`config.mk`:
```
export PLATFORM = sky130hd
export DESIGN_NAME = spi_regport
export DESIGN_NICKNAME = d
export VERILOG_FILES = /design/src/rtl/spi_regport.sv
export SDC_FILE = /design/constraint.sdc
export NUM_CORES = 1
export LEC_CHECK = 0
export BUFFER_PORTS_ARGS = -buffer_cell sky130_fd_sc_hd__clkbuf_2
export CAP_MARGIN = 20
export CORE_MARGIN = 10
export CORE_UTILIZATION = 45
export CTS_BUF_LIST = sky130_fd_sc_hd__clkbuf_8
export DETAILED_ROUTE_END_ITERATION = 12
export GPL_TIMING_DRIVEN = 0
export MAX_ROUTING_LAYER = met4
export PLACE_DENSITY = 0.59
export SLEW_MARGIN = 20
export SYNTH_ARGS = -nofsm -noshare
export SYNTH_HDL_FRONTEND = slang
export SYNTH_SLANG_ARGS = --single-unit
```
`constraint.sdc`:
```
create_clock -name clk -period 3.7 [get_ports clk]
set_input_delay 0 -clock clk [delete_from_list [all_inputs] [get_ports clk]]
set_output_delay 0 -clock clk [all_outputs]
set_load 0.02 [all_outputs]
```
`src/rtl/spi_regport.sv`:
```
module spi_regport #(
  parameter int AW = 10,
  parameter logic [AW-1:0] TOP = 10'h232
) (
  input  logic          clk,
  input  logic          rst_n,
  input  logic          sclk,
  input  logic          cs_n,
  input  logic          sdio_i,
  output logic          sdio_o,
  output logic          sdio_oe,
  output logic          sdo,
  output logic [AW-1:0] reg_addr,
  output logic [7:0]    reg_wdata,
  output logic          reg_we,
  input  logic [7:0]    reg_rdata
);
  localparam logic [1:0] PH_CMD = 2'd0, PH_DAT = 2'd1, PH_END = 2'd2;

  logic          sclk_q, rd_op, wrapped, lsb_first, sdo_en, dout, we_q;
  logic [1:0]    phase, len, nbyte;
  logic [3:0]    cnt;
  logic [15:0]   sr;
  logic [AW-1:0] addr, wa_q;
  logic [7:0]    wd_q;

  wire rise = sclk & ~sclk_q;
  wire fall = ~sclk & sclk_q;
  wire [15:0] sr_n = lsb_first ? {sdio_i, sr[15:1]} : {sr[14:0], sdio_i};
  wire [7:0]  by_n = lsb_first ? {sdio_i, sr[7:1]} : {sr[6:0], sdio_i};
  wire [7:0]  cfg  = {sdo_en, lsb_first, 1'b0, 1'b1, 1'b1, 1'b0, lsb_first, sdo_en};
  wire [7:0]  rbyte = (addr == '0) ? cfg : reg_rdata;
  wire [2:0]  ridx = lsb_first ? cnt[2:0] : 3'd7 - cnt[2:0];
  wire last_byte = (len != 2'd3 && nbyte == len) || (lsb_first ? addr == TOP : wrapped);

  assign reg_addr  = we_q ? wa_q : addr;
  assign reg_wdata = wd_q;
  assign reg_we    = we_q;
  assign sdio_o    = dout;
  assign sdio_oe   = ~cs_n && phase == PH_DAT && rd_op && ~sdo_en;
  assign sdo       = sdo_en ? dout : 1'b0;

  always_ff @(posedge clk or negedge rst_n) begin
    if (!rst_n) begin
      sclk_q <= 1'b0; phase <= PH_CMD; cnt <= '0; sr <= '0;
      rd_op <= 1'b0; len <= '0; nbyte <= '0; addr <= '0; wrapped <= 1'b0;
      lsb_first <= 1'b0; sdo_en <= 1'b0; dout <= 1'b0;
      we_q <= 1'b0; wa_q <= '0; wd_q <= '0;
    end else begin
      sclk_q <= sclk;
      we_q   <= 1'b0;
      if (cs_n) begin
        phase <= PH_CMD; cnt <= '0; sr <= '0; dout <= 1'b0;
      end else if (rise && phase == PH_CMD) begin
        sr  <= sr_n;
        cnt <= cnt + 4'd1;
        if (cnt == 4'd15) begin
          phase <= PH_DAT; cnt <= '0; sr <= '0;
          rd_op <= sr_n[15]; len <= sr_n[14:13];
          addr <= sr_n[AW-1:0]; nbyte <= '0; wrapped <= 1'b0;
        end
      end else if (rise && phase == PH_DAT) begin
        sr[7:0] <= by_n;
        cnt <= cnt + 4'd1;
        if (cnt == 4'd7) begin
          cnt <= '0;
          if (!rd_op) begin
            if (addr == '0) begin
              lsb_first <= by_n[1];
              sdo_en    <= by_n[0];
            end else begin
              we_q <= 1'b1; wa_q <= addr; wd_q <= by_n;
            end
          end
          nbyte <= nbyte + 2'd1;
          if (last_byte) phase <= PH_END;
          else begin
            addr    <= lsb_first ? addr + 1'b1 : (addr == '0 ? TOP : addr - 1'b1);
            wrapped <= wrapped | (~lsb_first & (addr == '0));
          end
        end
      end else if (fall && phase == PH_DAT && rd_op) begin
        dout <= rbyte[ridx];
      end
    end
  end
endmodule

```
Yosys cells after proc, flatten, opt, wreduce, memory -nomap -nowiden

Cells that the tools add are included.
Widths: inputs -> output; s select.

Logic and storage cells: 121
Bits in registers: 61
Bits of input ports: 13

Bitwise logic cells: 12
Add/sub/neg operators: 5
Reduce and logical (&&, ||, !) cells: 25
$lt $le $gt $ge: 1
Equality and inequality tests: 11
Muxes and demuxes: 51

Operators with widths:

| cell                  | count |
|---|---|
| $mux 10               | 8 |
| $mux 16               | 3 |
| $mux 8                | 5 |
| $mux 2                | 10 |
| $mux 4                | 5 |
| $mux 1                | 18 |
| $reduce_and 6->1      | 2 |
| $add 10x1->10 const B | 1 |
| $eq 10x10->1 const B  | 1 |
| $logic_not 10->1      | 1 |
| $sub 10x1->10 const B | 1 |
| $reduce_bool 3->1     | 3 |
| $logic_and 1x1->1     | 8 |
| $not 1->1             | 8 |
| $reduce_and 4->1      | 2 |
| $reduce_bool 2->1     | 4 |
| $ne 2x2->1 const B    | 3 |
| $reduce_and 3->1      | 2 |
| $reduce_and 5->1      | 1 |
| $add 4x1->4 const B   | 1 |
| $eq 4x3->1 const B    | 1 |
| $eq 4x4->1 const B    | 1 |
| $lt 3x4->1 const B    | 1 |
| $ne 2x1->1 const B    | 2 |
| other kinds (11)      | 13 |

Longest topological paths before layout

Gate-level depths: netlist of the first run.

Depth after elaboration: 8
Gate-level depth with buffers: 9

Worst setup path after synthesis of the first run

No wires, ideal clock.

Path type: flip-flop to flip-flop
Start: reg sclk_q
End: reg wa_q[2]
Data required time: 3.575 ns
Library setup time: 0.125 ns
Arrival: 1.962 ns
Stages on the path, launching flop included: 9
Buffers on the path: 3
Path slack: 1.613 ns
Cell sequence: dfrtp_1 or3b_1 buf_6 nor2_8 nand4_2 or3_1 buf_2 buf_6 mux2_4

Word-level cells in the longest chain between the ends: 5

Ends and longest elaborated chain:

| item                         | line | text |
|---|---|---|
| start: declaration           | 20   | `logic sclk_q, rd_op, wrapped, lsb_first, sdo_en, dout, we_q;` |
| start signal: assignment     | 50   | `sclk_q <= sclk;` |
| $not 1->1 *                  | 27   | `wire rise = sclk & ~sclk_q;` |
| $and 1x1->1 *                | 27   |  |
| $logic_and 1x1->1            | 54   | `end else if (rise && phase == PH_CMD) begin` |
| $not 1->1 (no line)          | --   |  |
| $reduce_and 6->1 (no line) * | --   |  |
| end signal: assignment       | 48   | `we_q <= 1'b0; wa_q <= '0; wd_q <= '0;` |
| end signal: assignment       | 72   | `we_q <= 1'b1; wa_q <= addr; wd_q <= by_n;` |
| end: declaration             | 24   | `logic [AW-1:0] addr, wa_q;` |

Mark *: on every way between the ends. The rest lies on a longest branch, timed or not.
A chain may end at the register's enable or synchronous reset.

Worst setup path after layout of the first run

Start: reg addr[6]
End: reg addr[8]

Word-level cells in the longest chain between the ends: 7

Ends and longest elaborated chain:

| item                                              | line | text |
|---|---|---|
| start: declaration                                | 24   |  |
| start signal: assignment                          | 78   | `addr <= lsb_first ? addr + 1'b1 : (addr == '0 ? TOP : addr - 1'b1);` |
| $sub 10x1->10 or $logic_not 10->1 (tied branches) | 78   |  |
| $mux 10 (2 in series)                             | 78   |  |
| $mux 10                                           | 76   | `if (last_byte) phase <= PH_END;` |
| $mux 10                                           | 65   | `if (cnt == 4'd7) begin` |
| $mux 10                                           | 62   | `end else if (rise && phase == PH_DAT) begin` |
| $mux 10                                           | 54   |  |

Parallel ways exist; a longest one is shown, timed or not. The select of a mux whose other input is x is not followed.

==> impl_metrics.json, run 1 <==
{
  "grt_max_degree": 34,
  "hold_ws_ns": 0.05263,
  "ys_warn_count": 0,
  "drt_iter0_drc": 167,
  "cp_slowest_cell": "o21ai_0",
  "final_max_slew_viol_count": 0,
  "dp.cells": 531,
  "cp_common_cell": "o21ai_0",
  "overflow": 0,
  "syn_nets": 412,
  "synth_ff_type": "dfrtp_1",
  "netlist_top_cells_area": "dfrtp_1 43%, o21ai_0 7.5%, nand2_1 6.0%, mux2i_1 3.9%, mux2_2 3.5%",
  "layout-drive-gt1-share_pct": 17.94,
  "vias": 3086,
  "dieWidth_um": 108.9,
  "via_per_inst": 5.631,
  "timing.fmax_ghz": 0.3781,
  "crit_required_ns": 3.92,
  "synth-edff-count": 0,
  "synth-simple-area-share_pct": 18.31,
  "yosys_register_bits": 61,
  "period_minus_slack_ns": 2.645,
  "die_y_um": 108.9,
  "worstPathMaxFanout": 10,
  "path_clk_slew_ns": 0.06,
  "cts_buffer_depth": 2,
  "initial_core_util_pct": 46.22,
  "wl_per_cell_um": 16.98,
  "synth_compound_area_share_pct": 17.71,
  "p_total_mw": 1.362,
  "critPathTopFamily": "compound AO/OA/AOI/OAI gates",
  "clk_latency_ns": 0.34,
  "p_per_area_nw_per_um2": 334.6,
  "areaGrowthSynthToFinish_pct": 14.58,
  "synth_top_family_by_area": "simple AND/OR/NAND/NOR gates",
  "cts_tree": "done",
  "detail_route.wirelength_mm": 9.304,
  "stdcell_area_sq_um": 4071,
  "die_area_sq_um": 11850,
  "grt_first_pass_wirelength_mm": 15.71,
  "synth_most_common_cell": "dfrtp_1",
  "syn_area_sq_um": 3553,
  "syn-instance-count": 394,
  "cts_resized": 0,
  "num_rows": 32,
  "yosysTopAreaCell": "dfrtp_1",
  "setup_slack_ns": 1.055,
  "tightest_slew_ns": 0.8397,
  "io_buffers": 34,
  "core_area_sq_um": 7687,
  "dp_slack_ns": 1.121,
  "cp-start-kind": "flop",
  "n_fill_cell": 765,
  "ys_async_sr_fraction_pct": 100.0,
  "use_met3_pct": 3.304,
  "ys_seq_area_share_pct": 42.96,
  "placed_area_sq_um": 3874,
  "yosys.area_share.adder_pct": 1.761,
  "syn_area_per_cell_sq_um": 9.019,
  "endpoint_kind": "flop",
  "finalCritPeriodShare_pct": 71.49,
  "ys_top_cells_by_count": "61 x dfrtp_1, 57 x nand2_1, 53 x o21ai_0",
  "critical_path_arrival_ns": 2.86,
  "fin_nets": 460,
  "diodes": 0,
  "met1_usage_pct": 21.60,
  "ir_worst_vdd_mv": 0.2020,
  "finish.utilization_pct": 52.96,
  "synthMuxAreaShare_pct": 9.542,
  "final.setup.tns_ns": 0,
  "maxCapViolations": 0,
  "antenna_found_initial": 0,
  "synth_top_area_share_pct": 42.96,
  "dpl.hpwl_mm": 6.867,
  "crit_buf_inv": 2,
  "fin_cells": 548,
  "htreeDepth": 3,
  "grtUsageTotal_pct": 17.16,
  "p_leak_nw": 1.773,
  "crit_type": "reg2reg",
  "gp_congestion": 0.8832,
  "cts_made_buffers": 9,
  "rsz0062_at_grt": "no",
  "final_antenna_net_count": 0,
  "global_route.peak_usage_layer": "met2",
  "slowest_delay_ns": 0.62,
  "status": "finished, final reports clean",
  "first_pass_iters": 4,
  "num_io_pins": 35,
  "setup_viol": 0,
  "synth.distinct_cells": 57,
  "grtUsageMet2_pct": 25.49,
  "finalHoldViolCount": 0,
  "synth-xor-area-share_pct": 4.683,
  "max_slew_margin_pct": 43.43,
  "clock-skew-final_ns": 0.008308,
  "grt_pass1_vias": 3113,
  "min_path_type": "in2reg",
  "clock-sinks": 61,
  "path_cells": "clkbuf_1 > nor3_1 > nand4_1 > o21ai_0 > o21ai_2 > buf_2 > nand3_1 > o21ai_0",
  "root_buffer": "clkbuf_8",
  "drc_errors": 0
}
-- cells in the final DEF (no fill, tap or decap), types with 11 or more instances in the layout --
master / netlist / final
dfrtp_1: 61 / 61
clkbuf_1: 17 / 17
nor2_1: 22 / 22
clkbuf_2: 0 / 33
clkbuf_8: 0 / 12
nand3_1: 12 / 12
mux2_2: 11 / 11
inv_1: 12 / 14
nand2_1: 57 / 57
o21ai_0: 53 / 53
xnor2_1: 11 / 11
a21oi_1: 21 / 21
mux2i_1: 14 / 14
-- worst paths after layout --
check,start,endpoint,slack [ns],cells after the start
worst max-delay path,addr[6],addr[8],1.05,8
worst min-delay path,sdio_i,rd_op,0.05,3
worst max register to register,addr[6],addr[8],1.05,8
worst min register to register,reg_wdata[1],reg_wdata[1],0.48,2
max in group asynchronous,rst_n,sr[9],3.01,3
min in group asynchronous,rst_n,sr[6],0.16,2
-- tightest hold or removal path: cells and delay by family --
kind / cells / cell delay [ns]
buffers and inverters: 1 / 0.13
AO/OA/AOI/OAI: 1 / 0.13
multiplexers: 1 / 0.09
-- where the power goes --
part           switching, mW  internal (mW)  total [mW]  leakage (nW)
clock                  0.250          0.288       0.538         0.101
sequential            0.0101          0.676       0.686         0.821
combinational         0.0903         0.0475       0.138         0.851
total                  0.350           1.01        1.36          1.77
-- repair_timing --
| action | 4_1_cts | 5_1_grt |
|---|---|---|
| hold endpoints to repair | 62 | 0 |
| buffers inserted | 0 | 0 |
| hold buffers | 2 | 0 |
| endpoints found under the setup margin | 0 | 0 |
-- state kept, by name, summed over array words and instances (netlist names) --
register   flops
cnt            4
addr          10
sdo_en         1
reg_wdata      8
lsb_first      1
reg_we         1
sdio_o         1
wa_q          10
sclk_q         1
wrapped        1
sr            16
rd_op          1
len            2
nbyte          2
phase          2
-- logic make-up after synthesis --
| kind of cell | Yosys count |
|---|---|
| AND/OR/NAND/NOR | 132 |
| adder cells (fa/ha/maj) | 5 |
| AO/OA/AOI/OAI | 106 |
| buffers and inverters | 41 |
| multiplexers | 30 |
| flip-flops | 61 |
| XOR/XNOR | 19 |
-- layer usage --
metal	share of wire, %	up-vias
met1	45	1486
met2	47	91
li1	-	1490
met5	0	-
met3	6.9	19
met4	1.8	0
-- final cells by class --
type,count,area [sq um],share of cell area [%]
clock buffers,12,165.2,4.057
repair buffers,37,212.7,5.224
well taps,102,127.6,3.135
multi-input cells,292,1848,45.39
inverters,12,45.04,1.106
flip-flops and latches,61,1526,37.49
clock inverters,3,12.51,0.3073
plain buffers,29,133.9,3.288
(Power assumes the default switching activity.)
==> run 2, diff against run 1 <==
--- a/config.mk
+++ b/config.mk
@@ -5,6 +5,7 @@
 export SDC_FILE = /design/constraint.sdc
 export NUM_CORES = 1
 export LEC_CHECK = 0
+export ABC_AREA = 1
 export BUFFER_PORTS_ARGS = -buffer_cell sky130_fd_sc_hd__clkbuf_2
 export CAP_MARGIN = 20
 export CORE_MARGIN = 10
@@ -13,7 +14,7 @@
 export DETAILED_ROUTE_END_ITERATION = 12
 export GPL_TIMING_DRIVEN = 0
 export MAX_ROUTING_LAYER = met4
-export PLACE_DENSITY = 0.59
+export PLACE_DENSITY = 0.6
 export SLEW_MARGIN = 20
 export SYNTH_ARGS = -nofsm -noshare
 export SYNTH_HDL_FRONTEND = slang
==> constraint.sdc (replaced) <==
create_clock -name clk -period 2.69 [get_ports clk]
set_input_delay 0 -clock clk [delete_from_list [all_inputs] [get_ports clk]]
set_output_delay 0 -clock clk [all_outputs]
set_load 0.02 [all_outputs]
==> impl_metrics.json, run 2 <==
{
  "rsz0062_at_grt": "no",
  "dpl.hpwl_mm": 6.931,
  "cp_common_cell": "nand3_1",
  "finalCritPeriodShare_pct": 75.31,
  "final_antenna_net_count": 0,
  "root_buffer": "clkbuf_8",
  "layout-drive-gt1-share_pct": 17.48,
  "ys_warn_count": 0,
  "n_fill_cell": 754,
  "r2r_start": "addr[0]",
  "setup_slack_ns": 0.6642,
  "clock-skew-final_ns": 0.01492,
  "synth-edff-count": 0,
  "cts_buffer_depth": 2,
  "hold_start": "cs_n",
  "via_per_inst": 5.201,
  "syn_area_per_cell_sq_um": 7.567,
  "reg_top3": "sr: 16 flops, addr: 10 flops, wa_q: 10 flops",
  "largest_reg_flops": 16,
  "ys_seq_area_share_pct": 43.66,
  "final.setup.tns_ns": 0,
  "path_clk_slew_ns": 0.07,
  "multi_input_area_sq_um": 1632,
  "areaGrowthSynthToFinish_pct": 16.14,
  "syn-instance-count": 462,
  "grt_pass1_vias": 3081,
  "p_per_area_nw_per_um2": 502.2,
  "crit_type": "reg2reg",
  "core_area_sq_um": 7647,
  "endpoint_kind": "flop",
  "ir_worst_vdd_mv": 0.2871,
  "grt_max_degree": 38,
  "drt_iter0_drc": 220,
  "critical_path_arrival_ns": 2.26,
  "p_total_mw": 2.039,
  "setup_viol": 0,
  "crit-reg2reg-capture": "sdio_o",
  "timing.fmax_ghz": 0.4936,
  "finalHoldViolCount": 0,
  "regMostFlops": "sr",
  "ys_top_cells_by_count": "111 x nand2_1, 61 x dfrtp_1, 56 x o21ai_0",
  "cp-start-kind": "flop",
  "num_rows": 32,
  "first_pass_iters": 5,
  "holdPathStages": 4,
  "num_io_pins": 35,
  "grt_first_pass_wirelength_mm": 15.47,
  "gp_congestion": 0.8546,
  "maxCapViolations": 0,
  "htreeDepth": 3,
  "dp_slack_ns": 0.7120,
  "status": "finished, final reports clean",
  "io_buffers": 34,
  "ff_latch_area_sq_um": 1526,
  "antenna_found_initial": 0,
  "ff2ff_path_depth": 11,
  "max_slew_margin_pct": 63.33,
  "reg2reg_slack_ns": 0.66,
  "worstPathMaxFanout": 8,
  "syn_area_sq_um": 3496,
  "synth.distinct_cells": 36,
  "vias": 3209,
  "synth_top_area_share_pct": 43.66,
  "yosys_register_bits": 61,
  "yosysTopAreaCell": "dfrtp_1",
  "tightest_slew_ns": 0.5501,
  "ys_async_sr_fraction_pct": 100.0,
  "die_area_sq_um": 11690,
  "cts_setup_buffers": 0,
  "path_cells": "inv_1 > ha_1 > nand2_1 > nor2_2 > nand3_1 > nand3_1 > nand3_1 > nand2_1 > nand3_1 > nand2_1 > inv_1",
  "overflow": 0,
  "period_minus_slack_ns": 2.026,
  "fin_nets": 528,
  "wl_per_cell_um": 14.75,
  "final_max_slew_viol_count": 0,
  "crit_required_ns": 2.92,
  "syn_nets": 480,
  "drc_errors": 0,
  "detail_route.wirelength_mm": 9.101,
  "synth_most_common_cell": "nand2_1",
  "slowest_delay_ns": 0.42,
  "diodes": 0,
  "final_common_cell": "nand2_1",
  "clock-sinks": 61,
  "cp_slowest_cell": "dfrtp_1",
  "initial_core_util_pct": 45.71,
  "cts_made_buffers": 9,
  "synth_ff_type": "dfrtp_1",
  "holdPathEnd": "sdio_o",
  "clk_latency_ns": 0.34,
  "grtUsageTotal_pct": 16.95,
  "dieWidth_um": 108.1,
  "min_path_type": "in2reg",
  "p_leak_nw": 2.003,
  "layout_common_cells": "111 x nand2_1, 61 x dfrtp_1, 56 x o21ai_0, 54 x inv_1, 33 x clkbuf_2",
  "cts_tree": "done",
  "die_y_um": 108.1,
  "netlist_top_cells_area": "dfrtp_1 44%, nand2_1 12%, o21ai_0 8.0%, inv_1 5.8%, nand3_1 4.0%"
}
==> run 2: cell count changes in the layout (fill, tap and decap cells not counted), sizes merged, moves of 7 or more <==
cell    change
clkbuf     -15
inv        +51
mux2       -16
mux2i      -14
nand2      +63
nand3      +17
nor2       +11
nor3        -7
o21ai      +17
o22ai      +13
xnor2       -8
==> run 2: layout make-up <==
type / instances / area share, %
multi-input cells: 320 / 40.18
clock inverters: 6 / 2.126
well taps: 102 / 3.143
inverters: 67 / 6.287
clock buffers: 10 / 3.390
plain buffers: 14 / 2.034
repair buffers: 37 / 5.239
flip-flops and latches: 61 / 37.60
==> run 2: cell families after synthesis <==
logic type	share of synthesized area (%)
AO/OA/AOI/OAI	16.86
XOR/XNOR	3.257
adder cells (fa/ha/maj)	1.790
buffers and inverters	9.663
flip-flops	43.66
AND/OR/NAND/NOR	24.77
==> run 2: per-layer routing <==
metal  global-route usage [%]  share of wire [%]  vias up
li1                         -                  -     1597
met1                    22.35                 47     1528
met2                    25.09                 46       71
met3                    3.331                4.5       13
met4                    6.489                1.8        0
met5                        -                  0        -
==> run 2: what timing repair did <==
item | CTS | global route
endpoints found under the hold margin | 62 | 0
gates resized for setup | 0 | 0
hold buffers | 2 | 0
==> run 2: worst max path at each step <==
stage               startpoint  slack [ns]      end  cells after the start
floorplan              addr[0]        1.03  addr[3]                     12
global placement       addr[0]        0.71   sdio_o                     11
detailed placement     addr[0]        0.71   sdio_o                     11
CTS                    addr[0]        0.68   sdio_o                     11
global route           addr[0]        0.50  addr[8]                     12
finish                 addr[0]        0.66   sdio_o                     11
==> run 2: critical path, delay by kind of cell, from the launching register on <==
family | cells | cell delay [ns]
simple gates | 8 | 1.03
fa+ha+maj | 1 | 0.20
buf+inv | 2 | 0.26
flops | 1 | 0.42
==> run 2: per-stage QoR <==
stage | utilization, % | area, sq um | hold slack, ns | cells
final | 53.09 | 4060 | 0.03435 | 617
after global routing | 53.09 | 4060 | 0.05280 | 617
after CTS | 53.09 | 4060 | 0.03363 | 617
after detailed placement | 49.90 | 3816 | -0.03169 | 599
after global placement | 49.61 | 3794 | 0.1552 | 598
after floorplan | - | 3496 | -0.2956 | 462
==> run 2: power breakdown <==
| part | switching, mW | internal [mW] | total (mW) | leakage, nW |
|---|---|---|---|---|
| registers | 0.0194 | 0.931 | 0.950 | 0.816 |
| clock network | 0.370 | 0.545 | 0.915 | 0.112 |
| logic | 0.118 | 0.0564 | 0.174 | 1.08 |
==> run 3, diff against run 2 <==
--- a/config.mk
+++ b/config.mk
@@ -5,7 +5,7 @@
 export SDC_FILE = /design/constraint.sdc
 export NUM_CORES = 1
 export LEC_CHECK = 0
-export ABC_AREA = 1
+export ABC_AREA = 0
 export BUFFER_PORTS_ARGS = -buffer_cell sky130_fd_sc_hd__clkbuf_2
 export CAP_MARGIN = 20
 export CORE_MARGIN = 10
@@ -14,7 +14,7 @@
 export DETAILED_ROUTE_END_ITERATION = 12
 export GPL_TIMING_DRIVEN = 0
 export MAX_ROUTING_LAYER = met4
-export PLACE_DENSITY = 0.6
+export PLACE_DENSITY = 0.62
 export SLEW_MARGIN = 20
 export SYNTH_ARGS = -nofsm -noshare
 export SYNTH_HDL_FRONTEND = slang
==> constraint.sdc (replaced) <==
create_clock -name clk -period 1.6 [get_ports clk]
set_input_delay 0 -clock clk [delete_from_list [all_inputs] [get_ports clk]]
set_output_delay 0 -clock clk [all_outputs]
set_load 0.02 [all_outputs]
==> impl_metrics.json, run 3 (synthesis gave the netlist of run 1 again) <==
{
  "cts_buffer_depth": 2,
  "grt_first_pass_wirelength_mm": 16.66,
  "slowest_delay_ns": 0.40,
  "violations": "setup timing",
  "crit-reg2reg-capture": "wa_q[2]",
  "dieWidth_um": 108.9,
  "max_slew_margin_pct": 56.59,
  "final_max_slew_viol_count": 0,
  "period_minus_slack_ns": 2.101,
  "layout_common_cells": "56 x nand2_1, 56 x dfrtp_1, 36 x clkbuf_2, 32 x o21ai_0, 20 x nor2_1",
  "r2r_start": "phase[1]",
  "path_cells": "or3b_1 > buf_6 > nor2_8 > nand4_4 > or3_4 > buf_8 > mux2_4",
  "cp-start-kind": "flop",
  "drt_iter0_drc": 197,
  "grt_pass1_vias": 3293,
  "cts_made_buffers": 9,
  "io_buffers": 34,
  "initial_core_util_pct": 46.22,
  "setup_slack_ns": -0.5012,
  "diodes": 0,
  "ir_worst_vdd_mv": 0.4886,
  "clock-skew-final_ns": 0.01025,
  "reg_top3": "sr: 16 flops, addr: 10 flops, wa_q: 10 flops",
  "overflow": 0,
  "detail_route.wirelength_mm": 10.04,
  "endpoint_kind": "flop",
  "n_fill_cell": 676,
  "grt_max_degree": 42,
  "p_per_area_nw_per_um2": 748.4,
  "die_y_um": 108.9,
  "clk_latency_ns": 0.34,
  "die_area_sq_um": 11850,
  "core_area_sq_um": 7687,
  "dpl.hpwl_mm": 6.889,
  "first_pass_iters": 5,
  "vias": 3240,
  "clock-sinks": 61,
  "holdPathStages": 3,
  "crit_type": "reg2reg",
  "fin_nets": 485,
  "antenna_found_initial": 0,
  "cp_slowest_cell": "dfrtp_2",
  "via_per_inst": 5.645,
  "regMostFlops": "sr",
  "largest_reg_flops": 16,
  "root_buffer": "clkbuf_8",
  "min_path_type": "in2reg",
  "num_rows": 32,
  "layout-drive-gt1-share_pct": 34.96,
  "gp_congestion": 0.9486,
  "tightest_slew_ns": 0.6488,
  "final_antenna_net_count": 0,
  "critical_path_arrival_ns": 2.33,
  "reg2reg_slack_ns": -0.50,
  "dp.cells": 531,
  "status": "finished, violations left",
  "worstPathMaxFanout": 6,
  "fin_cells": 574,
  "dp_slack_ns": -0.7095,
  "path_clk_slew_ns": 0.07,
  "crit_required_ns": 1.83,
  "maxCapViolations": 0,
  "wl_per_cell_um": 17.49,
  "num_io_pins": 35,
  "cts_tree": "done",
  "p_leak_nw": 2.037,
  "timing.fmax_ghz": 0.4759,
  "rsz0062_at_grt": "yes",
  "holdPathEnd": "sr[15]",
  "ff2ff_path_depth": 7,
  "hold_start": "sdio_i",
  "areaGrowthSynthToFinish_pct": 32.39,
  "setup_viol": 49,
  "grtUsageTotal_pct": 18.16,
  "htreeDepth": 3,
  "finalCritPeriodShare_pct": 131.3,
  "drc_errors": 0,
  "finalHoldViolCount": 0
}
-- run 3: how the worst max path moves through the flow --
stage / startpoint / to / slack, ns / cells past startpoint
floorplan: sclk_q / wa_q[2] / -0.49 / 8
global placement: sclk_q / wa_q[5] / -0.67 / 8
detailed placement: phase[0] / sr[11] / -0.71 / 6
CTS: sclk_q / wa_q[2] / -0.57 / 8
global route: phase[1] / wa_q[6] / -0.53 / 7
finish: phase[1] / wa_q[2] / -0.50 / 7
-- run 3: power breakdown --
| part | switching (mW) | internal (mW) | total, mW |
|---|---|---|---|
| logic | 0.243 | 0.180 | 0.424 |
| clock network | 0.634 | 0.867 | 1.50 |
| registers | 0.0317 | 1.56 | 1.60 |
| total | 0.909 | 2.61 | 3.52 |
-- run 3: worst max-delay path: cells and delay by family (launching register included) --
| family | cells | cell delay [ns] |
|---|---|---|
| AND/OR/NAND/NOR | 4 | 0.98 |
| flip-flops | 1 | 0.40 |
| buffers and inverters | 2 | 0.30 |
| multiplexers | 1 | 0.29 |
-- run 3: timing repair --
action | in CTS | in global routing
hold buffers | 2 | 0
gates resized for setup | 71 | 44
gates cloned | 2 | 0
pin swaps | 19 | 19
endpoints found under the hold margin | 62 | 0
setup buffers | 21 | 5
setup endpoints to repair | 62 | 59
-- run 3: metrics by stage --
stage	total power, mW	hold WS, ns	utilization (%)	cell area, sq um	TNS (ns)
after global routing	3.661	0.1078	61.20	4705	-19.48
after floorplan	1.812	-0.2956	-	3605	-11.87
after global placement	1.927	0.1657	50.77	3902	-28.35
after CTS	3.516	0.06396	59.41	4567	-15.82
final	3.521	0.1003	61.20	4705	-16.18
after detailed placement	1.937	-0.05673	51.06	3925	-29.68
-- run 3: routing by layer --
metal	share of wire, %	global-route usage, %	up-vias
met5	0	-	-
met4	2.1	5.556	0
met3	6.1	4.189	23
met2	48	28.71	100
met1	43	22.60	1566
li1	-	-	1551
-- run 3: cell type report --
cell class / count / area [sq um] / area share, %
inverter: 12 / 45.04 / 0.9574
clock buffer: 9 / 123.9 / 2.633
multi-input combinational: 292 / 2083 / 44.28
tap: 102 / 127.6 / 2.713
clock inverter: 7 / 90.09 / 1.915
buffer: 26 / 229.0 / 4.867
timing repair buffer: 65 / 473.0 / 10.05
sequential: 61 / 1533 / 32.58
